## src/rtl/regport_pkg.sv

```systemverilog
package regport_pkg;

  localparam int REG_W   = 6;
  localparam int CTL_W   = 4;
  localparam int SEL_W   = CTL_W + 1;
  localparam int OP_W    = 3;
  localparam int ENT_W   = 2 * OP_W + 1;
  localparam int N_ENT   = 1 << SEL_W;
  localparam int TBL_W   = N_ENT * ENT_W;

  typedef enum logic [OP_W-1:0] {
    SOP_IDLE  = 3'd0,
    SOP_READ  = 3'd1,
    SOP_WFULL = 3'd2,
    SOP_WLO   = 3'd3,
    SOP_WHI   = 3'd4
  } slot_op_e;

  typedef struct packed {
    logic [REG_W-1:0] rd0_reg;
    logic             rd0_en;
    logic [REG_W-1:0] rd1_reg;
    logic             rd1_en;
    logic [SEL_W-1:0] sel_idx;
    logic [OP_W-1:0]  slot2_op;
    logic [OP_W-1:0]  slot3_op;
    logic             slot3_by_fma;
    logic             fma_we;
    logic [REG_W-1:0] fma_dst;
    logic [1:0]       fma_mask;
    logic             add_we;
    logic [REG_W-1:0] add_dst;
    logic [1:0]       add_mask;
    logic             reserved_hit;
  } dec_out_t;

  function automatic logic op_writes(input logic [OP_W-1:0] op);
    return (op == SOP_WFULL) || (op == SOP_WLO) || (op == SOP_WHI);
  endfunction

  function automatic logic [1:0] op_mask(input logic [OP_W-1:0] op);
    case (op)
      SOP_WFULL: return 2'b11;
      SOP_WLO:   return 2'b01;
      SOP_WHI:   return 2'b10;
      default:   return 2'b00;
    endcase
  endfunction

  // Default table: entry 0 reserved, others cycle through the operation codes.
  function automatic logic [TBL_W-1:0] default_table();
    logic [TBL_W-1:0] t;
    t = '0;
    for (int k = 1; k < N_ENT; k++) begin
      t[k*ENT_W +: ENT_W] = {k[0], 3'((k + 2) % 5), 3'((k + 1) % 5)};
    end
    return t;
  endfunction

endpackage

```

## src/rtl/regport_port_resolve.sv

```systemverilog
module regport_port_resolve #(
  parameter int REG_W = 6,
  parameter int CTL_W = 4
) (
  input  logic [REG_W-1:0] fld_a,
  input  logic [REG_W-1:0] fld_b,
  input  logic [CTL_W-1:0] ctl,
  output logic [REG_W-1:0] rd0_reg,
  output logic             rd0_en,
  output logic [REG_W-1:0] rd1_reg,
  output logic             rd1_en,
  output logic             packed_mode,
  output logic             mirrored
);

  localparam logic [REG_W-1:0] TOP_REG = {REG_W{1'b1}};

  function automatic logic [REG_W-1:0] unfold(input logic [REG_W-1:0] v,
                                              input logic flip);
    return flip ? (TOP_REG - v) : v;
  endfunction

  function automatic logic [REG_W-1:0] widen_low(input logic [REG_W-1:0] a,
                                                 input logic b0);
    return a | {b0, {(REG_W-1){1'b0}}};
  endfunction

  assign packed_mode = (ctl == '0);
  assign mirrored    = !packed_mode && (fld_a > fld_b);

  always_comb begin
    if (packed_mode) begin
      rd0_reg = widen_low(fld_a, fld_b[0]);
      rd0_en  = !fld_b[1];
      rd1_reg = '0;
      rd1_en  = 1'b0;
    end else begin
      rd0_reg = unfold(fld_a, mirrored);
      rd0_en  = 1'b1;
      rd1_reg = unfold(fld_b, mirrored);
      rd1_en  = 1'b1;
    end
  end

endmodule

```

## src/rtl/regport_index_rewrite.sv

```systemverilog
module regport_index_rewrite #(
  parameter int REG_W = 6,
  parameter int CTL_W = 4,
  localparam int SEL_W = CTL_W + 1
) (
  input  logic [REG_W-1:0] fld_b,
  input  logic [REG_W-1:0] fld_c,
  input  logic [REG_W-1:0] fld_d,
  input  logic [CTL_W-1:0] ctl,
  input  logic             head,
  output logic [CTL_W-1:0] base_idx,
  output logic             slot_match,
  output logic [SEL_W-1:0] sel_idx
);

  function automatic logic [SEL_W-1:0] edge_form(input logic [CTL_W-1:0] b);
    return {b[CTL_W-1], 1'b0, b[CTL_W-2:0]};
  endfunction

  function automatic logic [SEL_W-1:0] body_form(input logic [CTL_W-1:0] b,
                                                 input logic bump);
    return {bump, b};
  endfunction

  assign base_idx   = (ctl == '0) ? fld_b[2 +: CTL_W] : ctl;
  assign slot_match = (fld_c == fld_d);
  assign sel_idx    = head ? edge_form(base_idx) : body_form(base_idx, slot_match);

endmodule

```

## src/rtl/regport_slot_lookup.sv

```systemverilog
module regport_slot_lookup
  import regport_pkg::*;
#(
  parameter int REG_W = 6,
  parameter int SEL_W = 5,
  localparam int N_E  = 1 << SEL_W,
  localparam int E_W  = 2 * OP_W + 1,
  parameter logic [N_E*E_W-1:0] SLOT_TABLE = '0
) (
  input  logic [SEL_W-1:0] sel_idx,
  input  logic [REG_W-1:0] fld_c,
  input  logic [REG_W-1:0] fld_d,
  output logic [OP_W-1:0]  slot2_op,
  output logic [OP_W-1:0]  slot3_op,
  output logic             slot3_by_fma,
  output logic             fma_we,
  output logic [REG_W-1:0] fma_dst,
  output logic [1:0]       fma_mask,
  output logic             add_we,
  output logic [REG_W-1:0] add_dst,
  output logic [1:0]       add_mask,
  output logic             reserved_hit
);

  logic [E_W-1:0] entries [N_E];
  logic [E_W-1:0] pick;

  for (genvar k = 0; k < N_E; k++) begin : g_ent
    assign entries[k] = SLOT_TABLE[k*E_W +: E_W];
  end

  assign pick         = entries[sel_idx];
  assign slot2_op     = pick[OP_W-1:0];
  assign slot3_op     = pick[2*OP_W-1:OP_W];
  assign slot3_by_fma = pick[E_W-1];
  assign reserved_hit = (pick == '0);

  logic s2_wr, s3_wr;
  assign s2_wr = op_writes(slot2_op);
  assign s3_wr = op_writes(slot3_op);

  always_comb begin
    fma_we   = 1'b0;
    fma_dst  = '0;
    fma_mask = 2'b00;
    if (s2_wr) begin
      fma_we   = 1'b1;
      fma_dst  = fld_c;
      fma_mask = op_mask(slot2_op);
    end else if (s3_wr && slot3_by_fma) begin
      fma_we   = 1'b1;
      fma_dst  = fld_d;
      fma_mask = op_mask(slot3_op);
    end
  end

  always_comb begin
    add_we   = s3_wr && !slot3_by_fma;
    add_dst  = add_we ? fld_d : '0;
    add_mask = add_we ? op_mask(slot3_op) : 2'b00;
  end

endmodule

```

## src/rtl/regport_ctrl_decoder.sv

```systemverilog
module regport_ctrl_decoder
  import regport_pkg::*;
#(
  parameter bit REG_OUT = 1'b0,
  parameter logic [TBL_W-1:0] SLOT_TABLE = default_table()
) (
  input  logic             clk,
  input  logic             rst_n,
  input  logic [REG_W-1:0] fld_a,
  input  logic [REG_W-1:0] fld_b,
  input  logic [REG_W-1:0] fld_c,
  input  logic [REG_W-1:0] fld_d,
  input  logic [CTL_W-1:0] ctl,
  input  logic             head,
  output logic [REG_W-1:0] rd0_reg,
  output logic             rd0_en,
  output logic [REG_W-1:0] rd1_reg,
  output logic             rd1_en,
  output logic [SEL_W-1:0] sel_idx,
  output logic [OP_W-1:0]  slot2_op,
  output logic [OP_W-1:0]  slot3_op,
  output logic             slot3_by_fma,
  output logic             fma_we,
  output logic [REG_W-1:0] fma_dst,
  output logic [1:0]       fma_mask,
  output logic             add_we,
  output logic [REG_W-1:0] add_dst,
  output logic [1:0]       add_mask,
  output logic             reserved_hit
);

  dec_out_t         comb_o, out_q;
  logic             packed_mode, mirrored, slot_match;
  logic [CTL_W-1:0] base_idx;

  regport_port_resolve #(.REG_W(REG_W), .CTL_W(CTL_W)) port_i (
    .fld_a(fld_a), .fld_b(fld_b), .ctl(ctl),
    .rd0_reg(comb_o.rd0_reg), .rd0_en(comb_o.rd0_en),
    .rd1_reg(comb_o.rd1_reg), .rd1_en(comb_o.rd1_en),
    .packed_mode(packed_mode), .mirrored(mirrored)
  );

  regport_index_rewrite #(.REG_W(REG_W), .CTL_W(CTL_W)) idx_i (
    .fld_b(fld_b), .fld_c(fld_c), .fld_d(fld_d), .ctl(ctl), .head(head),
    .base_idx(base_idx), .slot_match(slot_match), .sel_idx(comb_o.sel_idx)
  );

  regport_slot_lookup #(.REG_W(REG_W), .SEL_W(SEL_W), .SLOT_TABLE(SLOT_TABLE)) lut_i (
    .sel_idx(comb_o.sel_idx), .fld_c(fld_c), .fld_d(fld_d),
    .slot2_op(comb_o.slot2_op), .slot3_op(comb_o.slot3_op),
    .slot3_by_fma(comb_o.slot3_by_fma),
    .fma_we(comb_o.fma_we), .fma_dst(comb_o.fma_dst), .fma_mask(comb_o.fma_mask),
    .add_we(comb_o.add_we), .add_dst(comb_o.add_dst), .add_mask(comb_o.add_mask),
    .reserved_hit(comb_o.reserved_hit)
  );

  if (REG_OUT) begin : g_reg
    always_ff @(posedge clk or negedge rst_n) begin
      if (!rst_n) out_q <= '0;
      else        out_q <= comb_o;
    end
  end else begin : g_comb
    assign out_q = comb_o;
  end

  assign rd0_reg      = out_q.rd0_reg;
  assign rd0_en       = out_q.rd0_en;
  assign rd1_reg      = out_q.rd1_reg;
  assign rd1_en       = out_q.rd1_en;
  assign sel_idx      = out_q.sel_idx;
  assign slot2_op     = out_q.slot2_op;
  assign slot3_op     = out_q.slot3_op;
  assign slot3_by_fma = out_q.slot3_by_fma;
  assign fma_we       = out_q.fma_we;
  assign fma_dst      = out_q.fma_dst;
  assign fma_mask     = out_q.fma_mask;
  assign add_we       = out_q.add_we;
  assign add_dst      = out_q.add_dst;
  assign add_mask     = out_q.add_mask;
  assign reserved_hit = out_q.reserved_hit;

  // Port decode keeps ordering on the unfolded numbers.
  assert_port_order_R3: assert property (@(posedge clk) disable iff (!rst_n)
    !packed_mode |-> (comb_o.rd0_reg <= comb_o.rd1_reg));

  assert_port1_idle_R2: assert property (@(posedge clk) disable iff (!rst_n)
    packed_mode |-> !comb_o.rd1_en);

  assert_edge_bit3_clear_R4: assert property (@(posedge clk) disable iff (!rst_n)
    head |-> !comb_o.sel_idx[CTL_W-1]);

  assert_no_bump_R5: assert property (@(posedge clk) disable iff (!rst_n)
    (!head && !slot_match) |-> (comb_o.sel_idx[CTL_W] == 1'b0));

  assert_single_owner_R8: assert property (@(posedge clk) disable iff (!rst_n)
    comb_o.add_we |-> !comb_o.slot3_by_fma);

  assert_reserved_quiet_R10: assert property (@(posedge clk) disable iff (!rst_n)
    comb_o.reserved_hit |-> (!comb_o.fma_we && !comb_o.add_we));

  assert_mask_with_we_R9: assert property (@(posedge clk) disable iff (!rst_n)
    (comb_o.fma_we == (comb_o.fma_mask != 2'b00)) && (comb_o.add_we == (comb_o.add_mask != 2'b00)));

  if (REG_OUT) begin : g_reg_chk
    assert_stage_delay_R11: assert property (@(posedge clk) disable iff (!rst_n)
      $rose(rst_n) |=> (out_q == $past(comb_o)));
  end

  logic unused_base;
  assign unused_base = ^{base_idx, mirrored};

endmodule

```

## config.mk

```make
export PLATFORM = sky130hd
export DESIGN_NAME = regport_ctrl_decoder
export DESIGN_NICKNAME = d
export VERILOG_FILES = /design/src/rtl/regport_pkg.sv /design/src/rtl/regport_port_resolve.sv /design/src/rtl/regport_index_rewrite.sv /design/src/rtl/regport_slot_lookup.sv /design/src/rtl/regport_ctrl_decoder.sv
export SDC_FILE = /design/constraint.sdc
export NUM_CORES = 1
export LEC_CHECK = 0
export BUFFER_PORTS_ARGS = -buffer_cell sky130_fd_sc_hd__buf_2
export CORE_MARGIN = 2
export CORE_UTILIZATION = 50
export DETAILED_ROUTE_END_ITERATION = 12
export PLACE_DENSITY = 0.95
export SYNTH_ARGS = -nofsm -noshare
export SYNTH_HDL_FRONTEND = slang
export SYNTH_SLANG_ARGS = --single-unit
```

## constraint.sdc

```tcl
create_clock -name vclk -period 10.1
set_input_delay 2.02 -clock vclk [all_inputs]
set_output_delay 2.02 -clock vclk [all_outputs]
set_load 0.01 [all_outputs]
```

======== Word-level counts from Yosys, hierarchy flattened ========
Memories as Yosys holds them, arrays and structs flattened.
Index checks and enable logic that the tools add are counted.
word-level totals
  flip-flop bits (word level) ............. 0
  ROM bits ................................ 224
  output and inout port bits .............. 45
  logic and storage cells ................. 46
  memories ................................ 1
memories
  name              words  width  rd ports  clocked after Yosys merged registers in  write ports  RTL line                   RTL
  (name not given)  32     7      1         0                                        0            regport_slot_lookup.sv:32  assign pick = entries[sel_idx];
cells by class
  $add $sub $neg .......................... 2
  $lt $le $gt $ge ......................... 2
  eq/ne operators ......................... 7
  multiplexer cells ....................... 20
  bitwise operators ....................... 2
  reductions and logical operators ........ 12
operators with widths
  operator               count
  $mux W6                7
  $mux W7                2
  $eq A3 B2 Y1 const B   4
  $pmux W2 S3            2
  $sub A6 B6 Y6 const A  2
  $logic_not A7 Y1       1
  $eq A3 B3 Y1 const B   2
  $eq A6 B6 Y1           1
  $ge A6 B6 Y1 const B   1
  $gt A6 B6 Y1           1
  $mux W2                3
  $not A5 Y6             1
  $or A6 B6 Y6           1
  $mux W5                1
  $logic_not A4 Y1       1
  $logic_or A1 B1 Y1     4
  $mux W1                4
  $mux W4                1
  $logic_and A1 B1 Y1    3
  $logic_not A1 Y1       3

======== Longest topological paths before layout ========
  word-level depth ........................ 13
  mapped depth ............................ 13
  gate-level depth less buffers ........... 12

======== By module ========
Synthesis repeated with hierarchy kept, for this count alone.
second synthesis, totals
  cells, all modules ...................... 175
  area, all modules ....................... 1,336.3 sq um
modules (own cells, without submodules)
  module                 instances  cells an instance  area an instance (sq um)  sequential area each (sq um)
  regport_slot_lookup    1          104                787.0                     0.0
  regport_port_resolve   1          44                 361.6                     0.0
  regport_index_rewrite  1          27                 187.7                     0.0

======== Worst setup path after synthesis ========
Ideal clock, no wire load.
  kind .................................... in2out
  start ................................... input port ctl[2]
  end ..................................... output port fma_dst[0]
  data arrival time ....................... 4.679 ns
  required time ........................... 8.080 ns
  path slack .............................. 3.401 ns
  stages on the path ...................... 13
  cell sequence ........................... buf_6 or4b_4 nand2_2 inv_2 ha_1 inv_1 a2111oi_2 a31oi_1 a21o_1 mux2i_1 or3_4 a211oi_4 a22o_1
on the way
  word-level cells in the longest chain between the ends .. 13
  elaborated cells on any way between the ends .. 20
  those cells by class .................... eq/ne: 6; mux: 6; bitwise: 1; reduce/logical: 6; memory: 1
ends and longest elaborated chain
  element                                          RTL line                     RTL
  from (decl)                                      regport_ctrl_decoder.sv:13   input logic [CTL_W-1:0] ctl,
  $logic_not A4 Y1 (*)                             regport_index_rewrite.sv:25  assign base_idx = (ctl == '0) ? fld_b[2 +: CTL_W] : ctl;
  $mux W4 (*)                                      regport_index_rewrite.sv:25
  $mux W5 (*)                                      regport_index_rewrite.sv:27  assign sel_idx = head ? edge_form(base_idx) : body_form(base_idx, slot_match);
  via sel_idx[1]                                   regport_ctrl_decoder.sv:19   output logic [SEL_W-1:0] sel_idx,
  $not A5 Y6 (implied by the code) (*)             regport_slot_lookup.sv:32
  $mem_v2 Z32 W7 (*)                               n/a
  $mux W7 (implied by the code) (*) (2 in series)  regport_slot_lookup.sv:32
  via slot3_op[0]                                  regport_ctrl_decoder.sv:21   output logic [OP_W-1:0] slot3_op,
  $eq A3 B2 Y1                                     regport_pkg.sv:38            return (op == SOP_WFULL) || (op == SOP_WLO) || (op == SOP_WHI);
  $logic_or A1 B1 Y1                               regport_pkg.sv:38
  $logic_or A1 B1 Y1 (*)                           regport_pkg.sv:38
  $logic_and A1 B1 Y1 (*)                          regport_slot_lookup.sv:50    end else if (s3_wr && slot3_by_fma) begin
  $mux W6 (*)                                      regport_slot_lookup.sv:50
  $mux W6 (*)                                      regport_slot_lookup.sv:46    if (s2_wr) begin
  to (decl)                                        regport_ctrl_decoder.sv:24   output logic [REG_W-1:0] fma_dst,
The timed path passes the listed nets; every way through them passes the cells marked *. The select of a mux whose other input is x is not followed.

======== Worst setup path in the final report ========
  start ................................... input port ctl[2]
  end ..................................... output port fma_dst[4]
on the way
  word-level cells in the longest chain between the ends .. 13
  elaborated cells on any way between the ends .. 20
  those cells by class .................... eq/ne: 6; mux: 6; bitwise: 1; reduce/logical: 6; memory: 1
ends and longest elaborated chain
  element                                          RTL line
  $logic_not A4 Y1                                 regport_index_rewrite.sv:25
  $mux W4 (*)                                      regport_index_rewrite.sv:25
  $mux W5 (*)                                      regport_index_rewrite.sv:27
  $not A5 Y6 (implied by the code) (*)             regport_slot_lookup.sv:32
  $mem_v2 Z32 W7 (*)                               n/a
  $mux W7 (implied by the code) (*) (2 in series)  regport_slot_lookup.sv:32
  $eq A3 B2 Y1                                     regport_pkg.sv:38
  $logic_or A1 B1 Y1 (2 in series)                 regport_pkg.sv:38
  $logic_and A1 B1 Y1                              regport_slot_lookup.sv:50
  $mux W6                                          regport_slot_lookup.sv:50
  $mux W6 (*)                                      regport_slot_lookup.sv:46
Mark *: on every way between the ends. The rest lies on a longest branch, timed or not. The select of a mux whose other input is x is not followed.

==> results.cfg <==
[die]
die_area_sq_mm = 0.00299
ioPinCount = 76
die_h_microns = 54.7
start_util = 0.523
rows = 18
coreArea_sq_mm = 0.00245
die_w_microns = 54.7

[critical_path]
crit_fanout = 13
path_class = input port to output port
startpoint = ctl[2]
crit_arrival_ns = 5.09
start_kind = input port
end_kind = output port
crit_required_ns = 8.08

[sta]
maxSlewHeadroom = 0.475
hold_viol = 0
layout_setup_ws_ns = 2.99
slew_violations = 0
fin_crit_sh = 0.704
finalSetupViolCount = 0
fmax_mhz = 141
fin_setup_tns_ns = 0
tightest_slew_ns = 0.787
rsz0062_at_grt = no
min_period_ns = 7.11

[global_route]
use_met1 = 0.302
grt_max_degree = 21
met3_usage = 0.00546
busiest_layer = met2
grt_pass1_vias = 1270
grt_overflow_total = 0
grtUsageTotal = 0.231
antenna_found_initial = 0
grt_pass1_wl_microns = 5360
use_met2 = 0.421

[synthesis]
yosysSeqAreaShare = 0
synth_warnings = 0
yosys.area.top_type_share = 0.117
yosysTopAreaCell = ha_1
synth_cell_types = 61
synth_area_sq_mm = 0.00128
synthCells = 170
syn-num-nets = 213
syn_area_per_cell_sq_um = 7.55
synth.area.top_cells = ha_1 (12%), xnor2_1 (8.2%), o21ai_0 (4.7%), inv_1 (4.7%), a22o_1 (4.1%)

[cells_and_area]
fill_cells = 242
layout.area.seq_sq_um = 0
n_antenna_cell = 0
postLayoutCellArea_sq_mm = 0.00163
area_growth_pct = 26.6
drive_above_1_share = 0.430
most-common-layout-cells = buf_2 (74), inv_1 (16), nand2_1 (13)
clkbuf_count = 0
final_common_cell = buf_2
nFlopsAndLatches = 0
final_core_util = 0.662
nNetsFinal = 280

[routing]
wl_microns = 3500
drc = 0
firstDrtPassIters = 4
ant_nets = 0
via_per_inst = 5.72
drt_first_iter_violations = 46
dr_total_vias = 1516
avgRoutedWirePerCell_microns = 13.2

[status]
status = completed

[job]
maxCapViolCount = 0

[min_path]
hold_path.startpoint = fld_b[1]
hp-class = input port to output port

[clock_tree]
cts_setup_buffers = 0
cts_resized = 0
cts_hold_buf = 0

[power]
p_per_area_mw_per_mm2 = 72.8
power_uw = 118
p_leak_nw = 0.839
peakVddDrop_v = 0.0000553

[place]
pre_cts_slack_ns = 3.01
dpl-instance-area_sq_mm = 0.00163
gp_congestion = 0.863
dp_hpwl_microns = 2940
numPortBuffers = 74
-- layer usage --
layer / part of all wire / vias to the layer above
met5: 0 / -
met4: 0.0080 / 0
met3: 0.029 / 4
met2: 0.55 / 31
met1: 0.42 / 727
li1: - / 754
-- critical path, cell delays in order --
cell	delay, ns
buf_2	0.23
nor4b_2	0.10
nor2_2	0.32
clkinv_2	0.28
ha_1	0.35
inv_1	0.10
a2111oi_2	0.05
a31oi_1	0.16
a21o_1	0.18
mux2i_1	0.15
or3_4	0.46
a211oi_4	0.35
a22o_1	0.20
buf_2	0.13
-- layout make-up --
cell class	instances	area, sq um	share of cell area
tap	30	37.5	0.0231
timing repair buffer	74	370	0.228
multi-input combinational	143	1150	0.707
inverter	18	68.8	0.0423
-- worst paths after layout --
check	depth (start not counted)	endpoint
setup / recovery	14	fma_dst[4]
hold / removal	3	rd0_en
-- stage by stage --
step	cells	hold slack, ns
floorplan	170	4.11
global placement	265	4.32
detailed placement	265	4.32
CTS	265	4.32
global route	265	4.34
finish	265	4.31
-- logic make-up (layout without fill, tap and decap cells) --
kind of cell / count (synthesis) / in the layout / synth area share
and+or+nand+nor: 58 / 58 / 0.295
AOI/OAI and AO/OA: 48 / 48 / 0.285
buffers and inverters: 27 / 92 / 0.105
xor gates and xnor gates: 14 / 14 / 0.0955
adders and majority gates: 12 / 12 / 0.117
muxes: 11 / 11 / 0.102
-- synth_stat cells (2+ instances only) --
cell type / number
a211oi_1: 2
a21o_1: 3
a21oi_1: 7
a22o_1: 6
and2_1: 8
buf_2: 2
buf_4: 2
buf_6: 3
ha_1: 12
inv_1: 16
mux2_2: 3
mux2i_1: 5
nand2_1: 13
nand2_2: 2
nand3_1: 8
nor2_1: 3
nor2_2: 2
nor2b_1: 2
nor4_1: 2
nor4b_2: 2
o2111ai_1: 2
o21ai_0: 12
or2_2: 2
or4b_4: 2
xnor2_1: 12
xor2_1: 2
-- power breakdown --
part,leakage [nW],internal (mW),switching [mW],total [mW]
Clock,0,0,0,0
Combinational,0.839,0.0505,0.0677,0.118
Sequential,0,0,0,0
Power figures use the tool's default switching activity.
